--- src/rtl/clkmode_ctrl.sv ---
module clkmode_ctrl #(
  parameter int DIVW = 5
) (
  input  logic            clk,
  input  logic            rst_n,
  input  logic            osc_en_i,
  input  logic            pll_lock_i,
  input  logic            osc_up_i,
  input  logic            filt_en_i,
  input  logic            osc_qual_i,
  input  logic [DIVW-1:0] postdiv_i,
  input  logic            src_sel_i,
  input  logic            clr_we_i,
  input  logic [1:0]      clr_i,
  input  logic [1:0]      irq_en_i,
  output logic            ext_mode_o,
  output logic [DIVW-1:0] div_ratio_o,
  output logic            pll_ce_o,
  output logic            bus_ce_o,
  output logic            osc_ok_o,
  output logic            cop_osc_o,
  output logic [1:0]      flags_o,
  output logic            irq_o
);
  localparam logic [DIVW-1:0] DIV_DFLT = DIVW'(3);

  logic            mode_q, half_q, lock_q, ok_q;
  logic [DIVW-1:0] cnt_q, div_q, div_next;
  logic [1:0]      flag_q, evt;
  logic            wrap;

  assign osc_ok_o = pll_lock_i & mode_q & osc_up_i & (~filt_en_i | osc_qual_i);
  assign wrap     = (cnt_q == div_q);
  assign div_next = (mode_q & ~pll_lock_i) ? DIV_DFLT : postdiv_i;
  assign evt      = {osc_ok_o ^ ok_q, pll_lock_i ^ lock_q};

  always_ff @(posedge clk or negedge rst_n) begin
    if (!rst_n) begin
      mode_q <= 1'b0;
      cnt_q  <= '0;
      div_q  <= DIV_DFLT;
      half_q <= 1'b0;
      lock_q <= 1'b0;
      ok_q   <= 1'b0;
      flag_q <= '0;
    end else begin
      mode_q <= osc_en_i;
      lock_q <= pll_lock_i;
      ok_q   <= osc_ok_o;
      if (wrap) begin
        cnt_q  <= '0;
        div_q  <= div_next;
        half_q <= ~half_q;
      end else begin
        cnt_q  <= cnt_q + 1'b1;
      end
      flag_q <= evt | (flag_q & ~({2{clr_we_i}} & clr_i));
    end
  end

  assign ext_mode_o  = mode_q;
  assign div_ratio_o = div_q;
  assign pll_ce_o    = wrap;
  assign bus_ce_o    = wrap & half_q;
  assign cop_osc_o   = mode_q & src_sel_i;
  assign flags_o     = flag_q;
  assign irq_o       = |(flag_q & irq_en_i);
endmodule

--- config.mk ---
export PLATFORM = sky130hd
export DESIGN_NAME = clkmode_ctrl
export DESIGN_NICKNAME = d
export VERILOG_FILES = /design/src/rtl/clkmode_ctrl.sv
export SDC_FILE = /design/constraint.sdc
export NUM_CORES = 1
export LEC_CHECK = 0
export BUFFER_PORTS_ARGS = -buffer_cell sky130_fd_sc_hd__buf_2
export CORE_MARGIN = 5
export CORE_UTILIZATION = 46
export DETAILED_ROUTE_END_ITERATION = 7
export PLACE_DENSITY = 0.75
export SYNTH_ARGS = -nofsm -noshare
export SYNTH_HDL_FRONTEND = slang
export SYNTH_SLANG_ARGS = --single-unit
--- constraint.sdc ---
create_clock -name clk -period 1.9 [get_ports clk]
set_input_delay 0.38 -clock clk [delete_from_list [all_inputs] [get_ports clk]]
set_output_delay 0.38 -clock clk [all_outputs]
set_load 0.02 [all_outputs]
After elaboration in Yosys (flattened, before gate mapping):

Cells that the tools add are included.

* bits in registers: 16
* bits of input ports: 18
* output and inout port bits: 13
* word-level logic and storage cells: 29

* $add $sub $neg: 1
* eq/ne operators: 1
* muxes and demuxes: 2
* bitwise gates (word level): 17
* reductions and logical operators: 1

Operators by type and width (count)
* $mux 5: 2
* $and 1x1->1: 6
* $and 2x2->2: 3
* $add 5x1->5 const B: 1
* $eq 5x5->1: 1
* $not 1->1: 3
* $not 2->2: 1
* $or 2x2->2: 1
* $reduce_or 2->1: 1
* $xor 1x1->1: 2
* $or 1x1->1: 1

Logic depth before layout (Yosys ltp):

Gate-level depths: netlist of the first run.

* depth after elaboration: 5
* depth in mapped cells: 4
* gate-level depth less buffers: 4

Worst setup path after synthesis of the first run:

OpenSTA, ideal clock, no wires.

* kind: register to output
* from: register div_q[1] (netlist: div_ratio_o[1])
* to: output bus_ce_o
* data arrival time: 1.474 ns
* required time: 1.520 ns
* slack: 0.046 ns
* stages on the path, launching flop included: 5
* buffers on the path: 0
* path through: dfstp_2 xnor2_2 nand4_4 nor2_4 and2_1

* longest elaborated chain between the ends: 2

Ends and longest elaborated chain
* from (decl): line 28 `logic [DIVW-1:0] cnt_q, div_q, div_next;`
* from (signal assigned): line 52 `div_q <= div_next;`
* $eq 5x5->1: line 33 `assign wrap = (cnt_q == div_q);`
* net pll_ce_o: line 18 `output logic pll_ce_o,`
* $and 1x1->1: line 64 `assign bus_ce_o = wrap & half_q;`
* to (decl): line 19 `output logic bus_ce_o,`

The timed path passes the listed nets, and every way through them passes these cells.

Worst setup path after layout of the first run:

* from: register div_q[1] (netlist: div_ratio_o[1])
* to: output bus_ce_o

* longest elaborated chain between the ends: 2

Ends and longest elaborated chain (line)
* $eq 5x5->1: 33
* $and 1x1->1: 64

Every way passes these cells.

==> results of run 1 <==
-- synth_stat cells, types with 2 or more instances --
| master | number |
|---|---|
| sky130_fd_sc_hd__dfstp_2 | 2 |
| sky130_fd_sc_hd__xnor2_2 | 4 |
| sky130_fd_sc_hd__xor2_1 | 3 |
| sky130_fd_sc_hd__o31ai_1 | 3 |
| sky130_fd_sc_hd__nand2b_1 | 2 |
| sky130_fd_sc_hd__nor2b_1 | 2 |
| sky130_fd_sc_hd__and2_1 | 2 |
| sky130_fd_sc_hd__nor2_1 | 5 |
| sky130_fd_sc_hd__nand2_1 | 9 |
| sky130_fd_sc_hd__dfrtp_1 | 14 |
| sky130_fd_sc_hd__xnor2_1 | 3 |
| sky130_fd_sc_hd__nand3_1 | 3 |
| sky130_fd_sc_hd__o21ai_0 | 2 |
-- how the worst max path moves through the flow --
stage / slack [ns] / depth (start not counted) / from / end
2_1_floorplan: 0.05 / 4 / div_ratio_o[1]$_DFFE_PN1N_ / bus_ce_o
6_report: 0.05 / 5 / div_ratio_o[1]$_DFFE_PN1N_ / bus_ce_o
3_3_place_gp: 0.32 / 5 / div_ratio_o[1]$_DFFE_PN1N_ / bus_ce_o
3_5_place_dp: 0.28 / 5 / div_ratio_o[1]$_DFFE_PN1N_ / bus_ce_o
4_1_cts: 0.01 / 4 / div_ratio_o[0]$_DFFE_PN1N_ / bus_ce_o
5_1_grt: -0.009 / 5 / div_ratio_o[1]$_DFFE_PN1N_ / bus_ce_o
-- stage by stage --
stage	total power [mW]	setup TNS (ns)	hold WS [ns]	util, %	area, um^2
detailed placement	1.43	0	0.311	62.3	971
CTS	1.70	0	0.189	66.4	1030
finish	1.68	0	0.193	67.1	1050
global placement	1.41	0	0.310	62.3	971
floorplan	1.19	0	0.0844	-	778
global route	1.81	-0.00908	0.182	67.1	1050
-- worst reg2reg max path: stages, from the launching register on --
cell and delay (ns):
sky130_fd_sc_hd__dfstp_2 0.56, sky130_fd_sc_hd__xnor2_2 0.13, sky130_fd_sc_hd__nand4_4 0.12, sky130_fd_sc_hd__nor2_4 0.11, sky130_fd_sc_hd__buf_4 0.12, sky130_fd_sc_hd__buf_4 0.13, sky130_fd_sc_hd__mux2_4 0.30
-- layer usage --
metal  up-vias  wire length [um]
li1        301                 -
met1       283               683
met2        22               735
met3         2               119
met4         0                21
met5         -                 0
-- power breakdown --
| part | internal (mW) | total, mW | switching, mW |
|---|---|---|---|
| Sequential | 0.472 | 0.615 | 0.143 |
| Combinational | 0.425 | 0.843 | 0.419 |
| Clock | 0.117 | 0.224 | 0.107 |
| Total | 1.01 | 1.68 | 0.669 |
-- flip-flops by register name (all words and copies together), names as in the netlist --
name / flops
lock_q: 1
half_q: 1
cnt_q: 5
ext_mode_o: 1
flags_o: 2
ok_q: 1
div_ratio_o: 5
-- what timing repair did --
item                                    4_1_cts  5_1_grt
endpoints found under the hold margin        14        0
hold buffers                                  1        0
endpoints found under the setup margin        1        1
buffers inserted                              2        0
pin swaps                                     1        0
gates resized for setup                       1        1
-- cells by family after synthesis --
kind of cell | share of synthesized area, %
and+or+nand+nor | 18.3
DFF | 51.8
xor gates and xnor gates | 17.2
AOI/OAI and AO/OA | 8.68
buffers and inverters | 0.482
muxes | 1.93
adders and majority gates | 1.61
-- area by class of cell --
type	count	area, um^2	share of cell area, %
Sequential cell	16	403	38.5
Multi-Input combinational cell	49	383	36.6
Timing Repair Buffer	36	200	19.1
Clock buffer	4	36.3	3.47
Tap cell	16	20.0	1.91
Inverter	1	3.75	0.359
==> run summary, run 1 <==
* outcome: finished, final reports clean
* endpoint of the worst hold-timing path: ext_mode_o$_DFF_PN0_
* PD cells: 1610 nW/um^2
* global-route wire length before repair: 2590 um
* cell count after synthesis: 66
* top_reg_cell synth: sky130_fd_sc_hd__dfrtp_1
* data arrival at the endpoint of the critical path: 1.47 ns
* nature of the critical path startpoint: register
* synthesis-stage register bit count: 16
* top-level port count: 31
* cell type with the highest aggregate area in the netlist: sky130_fd_sc_hd__dfrtp_1
* relative max-transition margin: 75.3%
* Die X-Extent: 51.1 um
* final net count: 126
* Root Driver: sky130_fd_sc_hd__clkbuf_4
* unrepaired setup endpoints after global routing: true
* critical path's top delay family: flip-flops
* slew of the pin with the lowest slew margin: 0.370 ns
* detailed-placement wirelength estimate: 1230 um
* R2R Path Start: div_ratio_o[1]$_DFFE_PN1N_
* highest fanout seen on the critical path: 3
* maxcap violations: 0
* Die Y-Extent: 51.1 um
* area of the core: 1560 um^2
* overall routed net length: 1560 um
* slowest cell on the critical path: sky130_fd_sc_hd__dfstp_2
* Setup-failing EPs final: 0
* total iterations of the first detailed-routing run: 4
* antenna violations before repair: 0
* cell types occupying the most area after synthesis: sky130_fd_sc_hd__dfrtp_1 45%, sky130_fd_sc_hd__xnor2_2 8.4%, sky130_fd_sc_hd__dfstp_2 6.8%
* path class of the lowest-slack min-delay path: input pin to register
* mean area per synthesized cell: 11.8 um^2
* count of flip-flops with a built-in enable after synthesis: 0
* data required time of the critical path: 1.52 ns
* fillcell total: 122
* Layout area overhead: 34.4%
* Via-to-Cell Ratio: 4.98
* total leakage power: 0.513 nW
* final hold violation count: 0
* list of cells traversed by the critical path: xnor2_2 > nand4_4 > nor2_4 > and2_1 > buf_4
* critical path type: register to output port
* number of global-route vias before repair: 586
* final antenna-violating net count: 0
* crit share post-route: 97.4%
* overflow left after global routing: 0
* met1 Usage GRT: 17.3%
* most utilized layer in the global route result: met2
* clock slew at reported path FFs: 0.09 ns
* slack of the critical path: 0.0487 ns
* commonest cells after routing, fill and taps aside: 29 x sky130_fd_sc_hd__buf_2, 14 x sky130_fd_sc_hd__dfrtp_1, 9 x sky130_fd_sc_hd__nand2_1
* placer congestion estimate: 0.799
* Max Slew Vio Count: 0
* initial detailed-routing violation count: 10
* depth of the worst hold-timing path: 1
* number of diodes added for antenna fixing: 0
* dpl ws: 0.277 ns
* Starting Density: 49.9%
* CTS Buffer Depth: 2
* met3 Usage GRT: 4.36%
* met2 GRT Util: 21.2%
* Mapped Area: 778 um^2
* Unique masters post-synth: 25
* number of placed instances, taps included: 115
* IR drop worst, VDD: 0.721 mV
* slowest stage delay, CP: 0.56 ns
* number of placement rows: 14
* Non-Filler Instances: 122
* most common cell after layout, fill and taps aside: sky130_fd_sc_hd__buf_2
* Peak Freq: 540 MHz
* buffer and inverter count on the worst path: 1
* via count: 608
* endpoint of the lowest-slack register-to-register path: div_ratio_o[1]$_DFFE_PN1N_
* share of async-settable or async-resettable flops after synthesis: 100%
* post-DR wirelength/cell: 12.8 um
* Skew-Pair Late Insertion Delay: 0.29 ns
* R2R depth: 6
* number of I/O port buffers: 30
* final worst path period need: 1.85 ns
* global-route total usage across every layer: 13.7%
* post-synthesis sequential area ratio: 51.8%
* number of clock buffers inserted by TritonCTS: 3
* nets in the synthesized netlist: 85
* proportion of netlist area held by the largest area contributor: 45.0%
* startpoint of the most critical hold path: osc_en_i
* CTS tree: built
* area of the die: 2610 um^2
* Yosys warnings: 0
* number of H-tree branching levels: 1
* setup slack of the most critical reg-to-reg path: 0.37 ns
* maximum number of pins on one net before global-route repair: 17
* Setup Skew: 0.00628 ns
* category of the worst setup path capture point: output port
* proportion of layout cells with a drive suffix above 1: 46.2%
* Post-route DRC: 0
* clock sink count: 16
(Power assumes the default switching activity.)
==> inputs of run 2 (changes only) <==
--- a/config.mk
+++ b/config.mk
@@ -5,7 +5,7 @@
 export SDC_FILE = /design/constraint.sdc
 export NUM_CORES = 1
 export LEC_CHECK = 0
-export BUFFER_PORTS_ARGS = -buffer_cell sky130_fd_sc_hd__buf_2
+export BUFFER_PORTS_ARGS = -buffer_cell sky130_fd_sc_hd__buf_4
 export CORE_MARGIN = 5
 export CORE_UTILIZATION = 46
 export DETAILED_ROUTE_END_ITERATION = 7
==> run 2 against run 1 <==
  * Setup slack worse by 0.013 ns
  * Wire length increased by 3.0%
  * Power is 6.1% higher
  * Hold slack better by 0.0015 ns
  * Design area increased by 9.0%
  * Combinational power rose by 12%
  * Register-to-register slack barely moved
  * Clock power about the same
  * Cell count increased by 1.6%
  * Clock skew shrank 0.0047 ns
==> run summary, run 2 (synthesized netlist as in run 1, its figures left out) <==
* outcome: finished, final reports clean
* most common cell after layout, fill and taps aside: sky130_fd_sc_hd__buf_4
* Stages on worst setup path: 5
* clock slew at reported path FFs: 0.09 ns
* final antenna-violating net count: 0
* total iterations of the first detailed-routing run: 4
* number of clock buffers inserted by TritonCTS: 3
* Worst Hold Margin: 0.195 ns
* Die Y-Extent: 51.1 um
* maxcap violations: 0
* initial detailed-routing violation count: 1
* depth of the worst hold-timing path: 1
* Skew-Pair Late Insertion Delay: 0.28 ns
* number of placement rows: 14
* Max Slew Vio Count: 0
* antenna violations before repair: 0
* CTS tree: built
* overall routed net length: 1610 um
* category of the worst setup path capture point: output port
* post-DR wirelength/cell: 12.9 um
* number of diodes added for antenna fixing: 0
* slowest cell on the critical path: sky130_fd_sc_hd__dfstp_2
* fillcell total: 125
* nature of the critical path startpoint: register
* clock sink count: 16
* register area: 403 um^2
* Via-to-Cell Ratio: 5.02
* TNS Setup: 0 ns
* number of H-tree branching levels: 1
* number of I/O port buffers: 30
* Setup-failing EPs final: 0
* placer congestion estimate: 0.778
* crit share post-route: 98.1%
* CTS Buffer Depth: 2
* path class of the lowest-slack min-delay path: input pin to register
* overflow left after global routing: 0
* detailed-placement wirelength estimate: 1230 um
* most used cell along the critical path: sky130_fd_sc_hd__buf_4
* number of global-route vias before repair: 623
* Layout area overhead: 46.5%
* global-route wire length before repair: 2800 um
* Die X-Extent: 51.1 um
* utilization after layout: 73.1%
* final net count: 128
* Peak Freq: 536 MHz
* maximum number of pins on one net before global-route repair: 17
* data required time of the critical path: 1.52 ns
* total leakage power: 0.549 nW
* via count: 623
* area of the die: 2610 um^2
* critical path type: register to output port
* Root Driver: sky130_fd_sc_hd__clkbuf_4
* critical path's top delay family: flip-flops
* PD cells: 1570 nW/um^2
* buffer and inverter count on the worst path: 2
* IR drop worst, VDD: 0.848 mV
* Multi-input gate area: 385 um^2
* highest fanout seen on the critical path: 3
* Post-route DRC: 0
* area of the core: 1560 um^2
* final hold violation count: 0
* R2R depth: 6
* relative max-transition margin: 78.4%
* proportion of layout cells with a drive suffix above 1: 48.1%
* Starting Density: 49.9%
* slew of the pin with the lowest slew margin: 0.324 ns
* data arrival at the endpoint of the critical path: 1.48 ns
* unrepaired setup endpoints after global routing: true
* Setup Skew: 0.00158 ns
* final worst path period need: 1.86 ns
* top-level port count: 31
* slowest stage delay, CP: 0.57 ns
* global-route total usage across every layer: 14.7%
* list of cells traversed by the critical path: xnor2_2 > nand4_4 > nor2_4 > buf_4 > buf_4
* commonest cells after routing, fill and taps aside: 36 x sky130_fd_sc_hd__buf_4, 14 x sky130_fd_sc_hd__dfrtp_1, 9 x sky130_fd_sc_hd__nand2_1
==> run 2: repair_timing <==
action                     in CTS  in global routing
buffers inserted                3                  1
hold buffers                    1                  0
pin swaps                       1                  1
hold endpoints to repair       14                  0
gates resized for setup         0                  3
setup endpoints to repair       1                  2
==> run 2: report_power, final <==
| part | leakage (nW) | internal, mW | switching, mW |
|---|---|---|---|
| registers | 0.187 | 0.472 | 0.150 |
| clock network | 0.0210 | 0.117 | 0.107 |
| logic | 0.341 | 0.517 | 0.424 |
| total | 0.549 | 1.11 | 0.681 |
==> run 2: cell type report <==
type,instances,share of cell area (%)
Clock buffer,4,3.18
Inverter,1,0.329
Multi-Input combinational cell,49,33.8
Sequential cell,16,35.3
Tap cell,16,1.76
Timing Repair Buffer,38,25.6
==> run 2: layer usage <==
layer  vias up  GRT usage [%]  share of wire [%]
met2        21           23.0                 50
met1       294           18.1                 42
met3         4           4.36                6.4
met4         0           8.07                1.3
li1        304              -                  -
met5         -              0                  0
==> run 2: final timing paths <==
kind | from | slack (ns) | endpoint
min | osc_en_i | 0.19 | ext_mode_o$_DFF_PN0_
min in group asynchronous | rst_n | 0.48 | cnt_q[2]$_DFF_PN0_
min reg2reg | half_q$_DFFE_PN0N_ | 0.47 | half_q$_DFFE_PN0N_
max reg2reg | div_ratio_o[1]$_DFFE_PN1N_ | 0.37 | div_ratio_o[1]$_DFFE_PN1N_
max | div_ratio_o[1]$_DFFE_PN1N_ | 0.04 | pll_ce_o
max in group asynchronous | rst_n | 1.17 | div_ratio_o[0]$_DFFE_PN1N_
==> run 2: through the flow <==
| stage | power [mW] | setup WS, ns | instance area (um^2) | std cells |
|---|---|---|---|---|
| after floorplan | 1.19 | 0.0458 | 778 | 66 |
| after global placement | 1.47 | 0.278 | 1050 | 115 |
| after detailed placement | 1.48 | 0.249 | 1050 | 115 |
| after CTS | 1.76 | 0.00583 | 1110 | 123 |
| after global routing | 1.92 | -0.0423 | 1140 | 124 |
| final | 1.79 | 0.0361 | 1140 | 124 |
==> inputs of run 3 (changes only) <==
==> config.mk (replaced) <==
export PLATFORM = sky130hd
export DESIGN_NAME = clkmode_ctrl
export DESIGN_NICKNAME = d
export VERILOG_FILES = /design/src/rtl/clkmode_ctrl.sv
export SDC_FILE = /design/constraint.sdc
export NUM_CORES = 1
export LEC_CHECK = 0
export CORE_MARGIN = 5
export CORE_UTILIZATION = 50
export DETAILED_ROUTE_END_ITERATION = 7
export DONT_BUFFER_PORTS = 1
export PLACE_DENSITY = 0.64
export SYNTH_ARGS = -nofsm -noshare
export SYNTH_HDL_FRONTEND = slang
export SYNTH_SLANG_ARGS = --single-unit
==> run 3 against run 2 <==
  * Core utilization down 14 points
  * Via count is 21% lower
  * Non-clock buffer count is 31 lower
  * Wire length down 16%
  * Die area down 6.5%
  * Global-route usage down 1.8 points
  * Critical endpoint is now bus_ce_o
==> run summary, run 3 (synthesized netlist as in run 1, its figures left out) <==
* outcome: finished, final reports clean
* dpl ws: 0.162 ns
* number of clock buffers inserted by TritonCTS: 3
* list of cells traversed by the critical path: xnor2_2 > nand4_4 > nor2_4 > and2_4
* slowest stage delay, CP: 0.64 ns
* top-level port count: 31
* number of I/O port buffers: 0
* global-route wire length before repair: 2330 um
* maximum number of pins on one net before global-route repair: 17
* Layout area overhead: 13.3%
* Peak Freq: 535 MHz
* CTS Buffer Depth: 2
* Max Slew Vio Count: 0
* PD cells: 1750 nW/um^2
* proportion of layout cells with a drive suffix above 1: 26.3%
* commonest cells after routing, fill and taps aside: 14 x sky130_fd_sc_hd__dfrtp_1, 9 x sky130_fd_sc_hd__nand2_1, 5 x sky130_fd_sc_hd__nor2_1, 5 x sky130_fd_sc_hd__buf_4, 4 x sky130_fd_sc_hd__xnor2_2
* critical path's top delay family: flip-flops
* data arrival at the endpoint of the critical path: 1.49 ns
* number of H-tree branching levels: 1
* Die X-Extent: 49.5 um
* IR drop worst, VDD: 0.800 mV
* Skew-Pair Late Insertion Delay: 0.28 ns
* maxcap violations: 0
* relative max-transition margin: 52.7%
* number of diodes added for antenna fixing: 0
* path class of the lowest-slack min-delay path: input pin to register
* TNS Setup: 0 ns
* final hold violation count: 0
* Setup-failing EPs final: 0
* slew of the pin with the lowest slew margin: 0.707 ns
* Post-route DRC: 0
* R2R depth: 6
* antenna violations before repair: 0
* area of the core: 1490 um^2
* Starting Density: 52.3%
* clock slew at reported path FFs: 0.08 ns
* startpoint of the most critical hold path: osc_en_i
* crit share post-route: 98.5%
* Non-Filler Instances: 92
* Root Driver: sky130_fd_sc_hd__clkbuf_4
* final worst path period need: 1.87 ns
* data required time of the critical path: 1.52 ns
* Via-to-Cell Ratio: 5.37
* category of the worst setup path capture point: output port
* slowest cell on the critical path: sky130_fd_sc_hd__dfstp_2
* post-DR wirelength/cell: 14.7 um
* total leakage power: 0.390 nW
* sum of internal, switching and leakage power: 1.54 mW
* final antenna-violating net count: 0
* depth of the worst hold-timing path: 0
* placer congestion estimate: 0.669
* R2R Path Start: div_ratio_o[1]$_DFFE_PN1N_
* critical path type: register to output port
* setup slack of the most critical reg-to-reg path: 0.32 ns
* Setup Skew: 0.00290 ns
* endpoint of the worst hold-timing path: ext_mode_o$_DFF_PN0_
* CTS tree: built
* slack of the critical path: 0.0294 ns
* highest fanout seen on the critical path: 3
* Die Y-Extent: 49.5 um
* overflow left after global routing: 0
* clock sink count: 16
* buffer and inverter count on the worst path: 0
* initial detailed-routing violation count: 3
* unrepaired setup endpoints after global routing: true
* fillcell total: 130
* endpoint of the lowest-slack register-to-register path: div_ratio_o[2]$_DFFE_PN0N_
* final net count: 97
* total iterations of the first detailed-routing run: 4
* utilization after layout: 59.2%
* most common cell after layout, fill and taps aside: sky130_fd_sc_hd__dfrtp_1
* area of the die: 2450 um^2
* overall routed net length: 1350 um
* number of global-route vias before repair: 520
* number of placed instances, taps included: 86
* nature of the critical path startpoint: register
* via count: 494
* number of placement rows: 14
* global-route total usage across every layer: 12.8%
* Stages on worst setup path: 4
## run 3: layer usage
layer	global-route usage, %	part of all wire (%)	routed length [um]	vias up
met5	0	0	0	-
met4	9.17	2.9	39	0
met3	5.42	8.0	108	5
met2	18.9	47	630	14
met1	14.8	43	576	229
li1	-	-	-	246
## run 3: where the power goes
part	internal [mW]	total, mW	switching, mW
clock network	0.0736	0.170	0.0967
registers	0.472	0.671	0.198
logic	0.368	0.703	0.335
total	0.914	1.54	0.630
## run 3: final cells by class
cell class                 instances  area (um^2)  share of cell area [%]
clock buffer                       3         22.5                    2.55
tap                               16         20.0                    2.27
inverter                           1         3.75                   0.426
multi-input combinational         49          374                    42.4
timing repair buffer               7         58.8                    6.67
sequential                        16          403                    45.7
## run 3: what timing repair did
action,in CTS,in global routing
pin swaps,0,3
hold endpoints to repair,16,0
hold buffers,1,0
resized for setup,2,1
setup buffers,1,1
setup endpoints to repair,2,2
## run 3: worst max-delay path by stage
stage | start | to | slack (ns)
after global routing | div_ratio_o[1]$_DFFE_PN1N_ | bus_ce_o | -0.05
after detailed placement | div_ratio_o[1]$_DFFE_PN1N_ | bus_ce_o | 0.16
after floorplan | div_ratio_o[1]$_DFFE_PN1N_ | bus_ce_o | 0.05
final | div_ratio_o[1]$_DFFE_PN1N_ | bus_ce_o | 0.03
after global placement | div_ratio_o[1]$_DFFE_PN1N_ | bus_ce_o | 0.19
after CTS | div_ratio_o[1]$_DFFE_PN1N_ | pll_ce_o | -0.02
## run 3: stage by stage
stage          hold slack [ns]  instance area, um^2
3_3_place_gp            0.0848                  828
5_1_grt                 0.0873                  882
6_report                 0.121                  882
3_5_place_dp            0.0847                  828
2_1_floorplan           0.0844                  778
4_1_cts                  0.112                  871
